===== src/rtl/dma_prot_filter.sv =====
module dma_prot_filter #(
  parameter int AW = 40
) (
  input  logic          clk,
  input  logic          rst_n,
  input  logic          reg_wr,
  input  logic [2:0]    reg_addr,
  input  logic [31:0]   reg_wdata,
  output logic [31:0]   reg_rdata,
  input  logic          cap_low,
  input  logic          cap_high,
  input  logic          inflight_zero,
  input  logic          remap_en,
  input  logic          req_valid,
  input  logic [AW-1:0] req_addr,
  input  logic [1:0]    req_at,
  input  logic [1:0]    ctx_tt,
  input  logic          req_hw,
  input  logic          xlat_fault,
  output logic          req_block,
  output logic          fault_report
);
  localparam int PW = AW - 12;
  localparam logic [1:0] TT_PASS = 2'b10;
  localparam logic [1:0] AT_XLAT = 2'b10;

  logic          en_q, prs_q;
  logic [PW-1:0] lo_base, lo_lim, hi_base, hi_lim;
  logic [PW-1:0] page;
  logic          lo_hit, hi_hit, mode_blk;
  logic          any_cap;

  assign any_cap = cap_low | cap_high;

  always_ff @(posedge clk) begin
    if (!rst_n) begin
      en_q    <= 1'b0;
      lo_base <= '0;
      lo_lim  <= '0;
      hi_base <= '0;
      hi_lim  <= '0;
    end else if (reg_wr) begin
      case (reg_addr)
        3'd0: if (any_cap) en_q <= reg_wdata[31];
        3'd1: lo_base <= reg_wdata[PW-1:0];
        3'd2: lo_lim  <= reg_wdata[PW-1:0];
        3'd3: hi_base <= reg_wdata[PW-1:0];
        3'd4: hi_lim  <= reg_wdata[PW-1:0];
        default: ;
      endcase
    end
  end

  always_ff @(posedge clk) begin
    if (!rst_n) prs_q <= 1'b0;
    else        prs_q <= en_q & (prs_q | inflight_zero);
  end

  always_comb begin
    case (reg_addr)
      3'd0:    reg_rdata = {en_q, 30'b0, prs_q};
      3'd1:    reg_rdata = {{(32-PW){1'b0}}, lo_base};
      3'd2:    reg_rdata = {{(32-PW){1'b0}}, lo_lim};
      3'd3:    reg_rdata = {{(32-PW){1'b0}}, hi_base};
      3'd4:    reg_rdata = {{(32-PW){1'b0}}, hi_lim};
      default: reg_rdata = '0;
    endcase
  end

  assign page     = req_addr[AW-1:12];
  assign lo_hit   = cap_low  & (page >= lo_base) & (page <= lo_lim);
  assign hi_hit   = cap_high & (page >= hi_base) & (page <= hi_lim);
  assign mode_blk = ~remap_en | (ctx_tt == TT_PASS) | (req_at == AT_XLAT);

  assign req_block    = req_valid & en_q & ~req_hw & (lo_hit | hi_hit) & mode_blk;
  assign fault_report = xlat_fault & ~req_block;
endmodule


===== config.mk =====
export PLATFORM = sky130hd
export DESIGN_NAME = dma_prot_filter
export DESIGN_NICKNAME = d
export VERILOG_FILES = /design/src/rtl/dma_prot_filter.sv
export SDC_FILE = /design/constraint.sdc
export NUM_CORES = 1
export LEC_CHECK = 0
export ABC_AREA = 1
export BUFFER_PORTS_ARGS = -buffer_cell sky130_fd_sc_hd__buf_4
export CELL_PAD_IN_SITES_DETAIL_PLACEMENT = 1
export CELL_PAD_IN_SITES_GLOBAL_PLACEMENT = 1
export CORE_MARGIN = 2
export CORE_UTILIZATION = 37
export DETAILED_ROUTE_END_ITERATION = 10
export GPL_TIMING_DRIVEN = 0
export HOLD_SLACK_MARGIN = 0.08
export PLACE_DENSITY_LB_ADDON = 0.1
export SLEW_MARGIN = 20
export SYNTH_ARGS = -nofsm -noshare
export SYNTH_HDL_FRONTEND = slang
export SYNTH_SLANG_ARGS = --single-unit

===== constraint.sdc =====
create_clock -name clk -period 1.6 [get_ports clk]
set_clock_uncertainty 0.1 [all_clocks]
set_input_delay 0.08 -clock clk [delete_from_list [all_inputs] [get_ports clk]]
set_output_delay 0.08 -clock clk [all_outputs]
set_load 0.01 [all_outputs]

==> results of run 1 <==
cell usage after synthesis (2+ instances only):
cell type	instances	share of area [%]
inv_1	164	8.3
o22ai_1	27	2.3
and2_1	3	0.25
a21oi_1	149	10
buf_2	19	1.3
o221ai_1	2	0.24
nand2_1	155	7.9
clkbuf_1	18	0.91
nand2_2	3	0.25
buf_4	4	0.41
ha_1	112	19
o21ai_0	119	8.1
nor2_1	39	2.0
dfxtp_1	114	31
inv_2	3	0.15
a221o_1	27	3.7
buf_6	4	0.61
nand4_1	6	0.51
buf_1	2	0.10
a21o_1	4	0.41
nor3_1	4	0.27
nand3_1	25	1.7
what timing repair did:
item / CTS / global route
endpoints found under the hold margin: 114 / 0
setup endpoints to repair: 21 / 95
hold buffers: 36 / 0
resized for setup: 90 / 103
buffers inserted: 2 / 2
pin swaps: 21 / 29
critical path, delay by kind of cell, from the launching register on:
| kind | cells | cell delay, ns |
|---|---|---|
| compound gates | 1 | 0.12 |
| fa+ha+maj | 1 | 0.28 |
| simple gates | 10 | 0.83 |
| flops | 1 | 0.35 |
| buf+inv | 3 | 0.25 |
stage by stage:
stage | power, mW | TNS, ns
6_report | 8.76 | -1.66
2_1_floorplan | 3.83 | -0.122
5_1_grt | 9.12 | -1.96
3_3_place_gp | 4.39 | -3.91
4_1_cts | 8.64 | -3.34
3_5_place_dp | 4.43 | -5.17
final cells by class:
| class | count | area [um2] |
|---|---|---|
| Fill cell | 2414 | 9180 |
| Multi-Input combinational cell | 684 | 5010 |
| Sequential cell | 114 | 2320 |
| Timing Repair Buffer | 142 | 1170 |
| Inverter | 167 | 629 |
| Clock buffer | 23 | 488 |
| Tap cell | 265 | 332 |
| Buffer | 48 | 273 |
| Clock inverter | 8 | 126 |
where the power goes:
part           total [mW]  switching (mW)  internal, mW  leakage (nW)
Combinational        1.70           0.995         0.705          3.12
Clock                4.06            1.46          2.61         0.291
Sequential           2.99          0.0463          2.95         0.941
Total                8.76            2.50          6.26          4.35
per-layer routing:
layer | GRT usage [%] | vias to the layer above | share of wire (%)
met4 | 6.96 | 0 | 1.3
met2 | 46.4 | 184 | 48
met3 | 5.38 | 27 | 4.9
li1 | - | 3745 | -
met1 | 36.0 | 3735 | 46
met5 | 0 | - | 0
state kept, by name (all words and copies together), names as in the netlist:
| name | flops |
|---|---|
| lo_base | 28 |
| hi_lim | 28 |
| lo_lim | 28 |
| hi_base | 28 |
| en_q | 1 |
| prs_q | 1 |
layout by cell type (no fill, tap or decap), types with 4 or more instances in the layout:
master         synthesis  routed
a21oi_1              149     143
nand2_1              155     137
inv_1                164     128
o21ai_0              119     114
buf_4                  4     109
dfxtp_1              114      83
ha_1                 112      75
inv_2                  3      38
ha_4                   0      37
dlygate4sd3_1          0      35
dfxtp_2                0      31
a221o_1               27      27
o22ai_1               27      26
clkbuf_16              0      17
buf_2                 19      16
nand3_1               25      16
nand2_2                3      16
clkbuf_1              18      16
nor2_2                 1      15
nor2_1                39      15
nor2_4                 0      10
buf_6                  4       9
nand3_2                1       8
nand4_1                6       6
nand2_4                0       5
a21oi_2                0       5
o21ai_1                0       5
clkbuf_2               1       4
a21o_1                 4       4
clkbuf_8               0       4
kinds of logic (layout without fill, tap and decap cells):
family,after synthesis,after routing
buffers and inverters,215,388
AOI/OAI and AO/OA,331,331
adders and majority gates,112,112
DFF,114,114
and+or+nand+nor,238,238
other,1,3
path summary, 6_finish.rpt:
path                           startpoint                  endpoint  slack, ns  cells past startpoint
hold reg to reg   hi_base[3]$_SDFFE_PN0P_   hi_base[3]$_SDFFE_PN0P_       0.37                      2
setup / recovery  lo_lim[27]$_SDFFE_PN0P_              fault_report      -0.83                     15
setup reg to reg        en_q$_SDFFE_PN0P_          prs_q$_SDFF_PN0_       0.14                      3
hold / removal                      rst_n  hi_base[21]$_SDFFE_PN0P_       0.12                      3
==> run metrics, run 1 <==
outcome=finished, violations left; violated checks=negative setup slack; Die Ht=145 um; Synth Register Bits=114; vias in the first global route=8017; placed cell count=1380; Inserted Clock Buffers=17; Peak VDD IR=748 uV; relative slew slack=51.0%; Worst setup SP type=register; post-DR wirelength/cell=20.1 um; Placeable Area=19500 um2; Cells after Synth=1011; async set-reset flop share out of synthesis=0%; IO Port Bufs=102; drt first pass iters=5; CP max-delay cell=dfxtp_2; number of synthesized flops with an enable pin=0; Post-synth top flop=dfxtp_1; Min-Delay Path Class=in2reg; Place WS=-0.615 ns; Final HPWL DP=20.9 mm; Final Wtd Congestion=0.844; initial antenna violation count=0; WP data arrival=2.25 ns; antenna cells=0; most used cell, CP=nand2_1; layout overhead on the synthesized area=40.1%; critical path's largest stage delay=0.35 ns; Leak=4.35 nW; Final Max Slew Viols=0; Post-Synth Adder-Cell Area=19.0%; mapped cell area=7390 um2; Post-Synth Simple-Gate Area=13.1%; syn avg cell area=7.31 um2; RSZ-0062 raised after global routing=true; Hold Slack=0.117 ns; WP data required=1.42 ns; fmax=412 MHz; GR Overflow Total=0; Tot GR Track Use=27.5%; max capacitance violation total=0; largest net degree at the start of global routing=17; vias post-DR=7691; setup violators final=2; Setup Crit Path Kind=reg2out; synthesis warning total=0; H-tree Lvls=4; Starting Density=37.8%; first-pass GRT wire length=44.9 mm; die area=21100 um2; Worst Tran Pin Value=0.735 ns; post-route ant nets=0; boundary pin count=123; Compound-Gate Fraction of Synth Area=25.1%; TritonCTS Sinks=114; Finished Cell Area=10300 um2; CTS root buffer=clkbuf_16; Post-route DRC=0; CTS tree=built; worst setup slack after layout=-0.830 ns; clk buf depth=2; Placed Area=8590 um2; Die X=145 um; Final Hold Vio Count=0; crit end category=output port; Via density=5.30; Skew-Pair Late Insertion Delay=0.42 ns; worst-path maximum fanout=3; Final Instance Count excl. Fillers=1451; Rows=51; Yosys cell types=30; final WL=29.1 mm; PD cells=846 nW/um2; layout cells sized above 1=29.0%; clk slew on worst S/H paths=0.06 ns; XOR/XNOR Fraction of Synth Area=0%; crit-path cells=inv_4 -> ha_4 -> nand2_4 -> nor2_4 -> nand2_4 -> inv_1 -> nand2_1 -> nand3_1 -> nor2_1 -> nand2_1 -> nand2_1 -> nand3_2 -> nand2_2 -> a21oi_2 -> buf_4; Layout Utilization=53.0%; DR iter-0 viols=346; min Tclk post-route=2.43 ns; largest family of logic cells by synthesized area=compound AO/OA/AOI/OAI gates; Final Cycle Share=152%; register area share after synthesis=30.9%; post-synthesis mux area share=0%; NumNets Final=1375
Power figures use the tool's default switching activity.
==> run 2: changes to the inputs <==
--- a/config.mk
+++ b/config.mk
@@ -8,12 +8,10 @@
 export ABC_AREA = 1
 export BUFFER_PORTS_ARGS = -buffer_cell sky130_fd_sc_hd__buf_4
-export CELL_PAD_IN_SITES_DETAIL_PLACEMENT = 1
-export CELL_PAD_IN_SITES_GLOBAL_PLACEMENT = 1
 export CORE_MARGIN = 2
-export CORE_UTILIZATION = 37
+export CORE_UTILIZATION = 50
 export DETAILED_ROUTE_END_ITERATION = 10
 export GPL_TIMING_DRIVEN = 0
 export HOLD_SLACK_MARGIN = 0.08
-export PLACE_DENSITY_LB_ADDON = 0.1
+export PLACE_DENSITY = 0.75
 export SLEW_MARGIN = 20
 export SYNTH_ARGS = -nofsm -noshare
==> constraint.sdc (replaced) <==
create_clock -name clk -period 1.6 [get_ports clk]
set_clock_uncertainty 0.1 [all_clocks]
set_input_delay 0.08 -clock clk [delete_from_list [all_inputs] [get_ports clk]]
set_output_delay 0.08 -clock clk [all_outputs]
set_load 0.005 [all_outputs]
==> run 2 against run 1 <==
Net effect:
- setup slack improved by 0.021 ns
- maximum frequency increased by 0.88%
- design area increased by 0.12%
- the flow still finishes with violations (negative setup slack)
- final cell count decreased by 5.1%
- via count increased by 3.7%
- flip-flop and latch count unchanged
- clock power decreased by 10%
- largest cell class unchanged
- first-iteration DRC count increased by 130%
- power decreased by 4.5%
- die area decreased by 25%
- non-clock buffer count increased by 7
==> run metrics, run 2 (synthesis gave the netlist of run 1 again) <==
outcome=finished, violations left; violated checks=negative setup slack; post-DR wirelength/cell=18.4 um; R2R depth=3; setup violators final=2; Final HPWL DP=16.9 mm; IO Port Bufs=102; die area=15800 um2; Die X=126 um; Via density=5.79; worst setup slack after layout=-0.809 ns; Final Cycle Share=151%; H-tree Lvls=4; layout overhead on the synthesized area=40.3%; Final Hold Vio Count=0; clk slew on worst S/H paths=0.05 ns; Final Max Slew Viols=0; CTS root buffer=clkbuf_16; Starting Density=51.0%; RSZ-0062 raised after global routing=true; Stages on worst setup path=15; CTS tree=built; Post-route DRC=0; Worst setup SP type=register; CP max-delay cell=dfxtp_2; Placeable Area=14500 um2; post-route ant nets=0; buffer and inverter count on the worst path=3; Peak VDD IR=850 uV; most common cell after layout, fill and taps aside=a21oi_1; PD cells=807 nW/um2; antenna cells=0; vias post-DR=7974; first-pass GRT wire length=37.7 mm; filler cell count=1102; TritonCTS Sinks=114; Worst R2R Start=en_q$_SDFFE_PN0P_; GR Overflow Total=0; max capacitance violation total=0; worst-path maximum fanout=3; Rows=44; final WL=25.4 mm; most used cell, CP=nand2_2; Setup Crit Path Kind=reg2out; sum of negative setup slack=-1.57 ns; CP top delay family=simple AND/OR/NAND/NOR gates; relative slew slack=52.7%; min Tclk post-route=2.41 ns; total power draw=8.36 mW; Tot GR Track Use=30.4%; Die Ht=126 um; WP data required=1.42 ns; Worst Tran Pin Value=0.709 ns; critical path's largest stage delay=0.32 ns; drt first pass iters=5; fmax=415 MHz; WP data arrival=2.23 ns; Min-Delay Path Class=in2reg; Skew-Pair Late Insertion Delay=0.43 ns; vias in the first global route=7532; largest net degree at the start of global routing=17; clk buf depth=2; worst hold start=rst_n; initial antenna violation count=0; NumNets Final=1382; worst hold path cell count=3; commonest non-fill, non-tap cells in the layout=141 x a21oi_1, 132 x inv_1, 120 x buf_4; DR iter-0 viols=782; Inserted Clock Buffers=17; crit-path cells=inv_2 -> ha_4 -> nand2_2 -> inv_2 -> nand3_4 -> nor2_4 -> nand2_2 -> nor2_4 -> nand2_1 -> nand2_2 -> nand2_2 -> nand3_4 -> nand2_2 -> a21oi_2 -> buf_4; Worst setup startpoint=hi_lim[27]$_SDFFE_PN0P_; layout cells sized above 1=31.1%; Final Wtd Congestion=0.929; boundary pin count=123; Leak=4.39 nW; crit end category=output port
run 2: changes by cell type in the layout (fill, tap and decap cells not counted), moves of 4 or more:
cell / previous run / this run
buf_4: 109 / 120
nand2_1: 137 / 119
inv_1: 128 / 132
inv_2: 38 / 34
ha_1: 75 / 71
ha_4: 37 / 41
dfxtp_2: 31 / 35
nand2_2: 16 / 33
dfxtp_1: 83 / 79
run 2: path summary, 6_finish.rpt:
check / endpoint / slack, ns
hold reg to reg: hi_lim[14]$_SDFFE_PN0P_ / 0.36
hold / removal: lo_lim[12]$_SDFFE_PN0P_ / 0.10
setup / recovery: fault_report / -0.81
setup reg to reg: prs_q$_SDFF_PN0_ / 0.19
run 2: power by group:
group	switching, mW	total [mW]	leakage [nW]	internal [mW]
logic	0.987	1.73	3.17	0.744
clock network	1.32	3.64	0.280	2.32
registers	0.0451	3.00	0.943	2.95
total	2.35	8.36	4.39	6.01
run 2: cell type report:
type / count / area, um2 / share of cell area [%]
Clock buffer: 26 / 509 / 4.91
Multi-Input combinational cell: 684 / 5130 / 49.5
Sequential cell: 114 / 2330 / 22.4
Buffer: 48 / 273 / 2.63
Clock inverter: 5 / 50.0 / 0.483
Tap cell: 184 / 230 / 2.22
Inverter: 167 / 629 / 6.07
Timing Repair Buffer: 149 / 1210 / 11.7
run 2: tightest hold or removal path: cells and delay by family:
kind / cells / cell delay (ns)
AOI/OAI and AO/OA: 2 / 0.21
buffers and inverters: 1 / 0.29
run 2: repair_timing:
item / 4_1_cts / 5_1_grt
setup buffers: 5 / 6
hold buffers: 36 / 0
pin swaps: 31 / 46
hold endpoints to repair: 114 / 0
resized for setup: 96 / 141
endpoints found under the setup margin: 18 / 27
run 2: routing by layer:
layer	vias to the layer above	wire length (um)	share of wire (%)	track usage, %
met5	-	0	0	0
met4	0	1080	4.2	14.1
met3	105	1950	7.7	5.09
met2	417	12200	48	52.4
met1	3681	10100	40	37.1
li1	3771	-	-	-
run 2: metrics by stage:
step / hold slack, ns / instance area [um2] / cells / setup slack, ns / util (%)
final: 0.103 / 10400 / 1377 / -0.809 / 71.6
after global placement: 0.257 / 8400 / 1299 / -0.488 / 58.0
after global routing: 0.134 / 10400 / 1377 / -0.898 / 71.6
after detailed placement: 0.269 / 8400 / 1299 / -0.522 / 58.0
after floorplan: 0.0903 / 7400 / 1013 / -0.0433 / -
after CTS: 0.0823 / 9740 / 1371 / -0.753 / 67.3
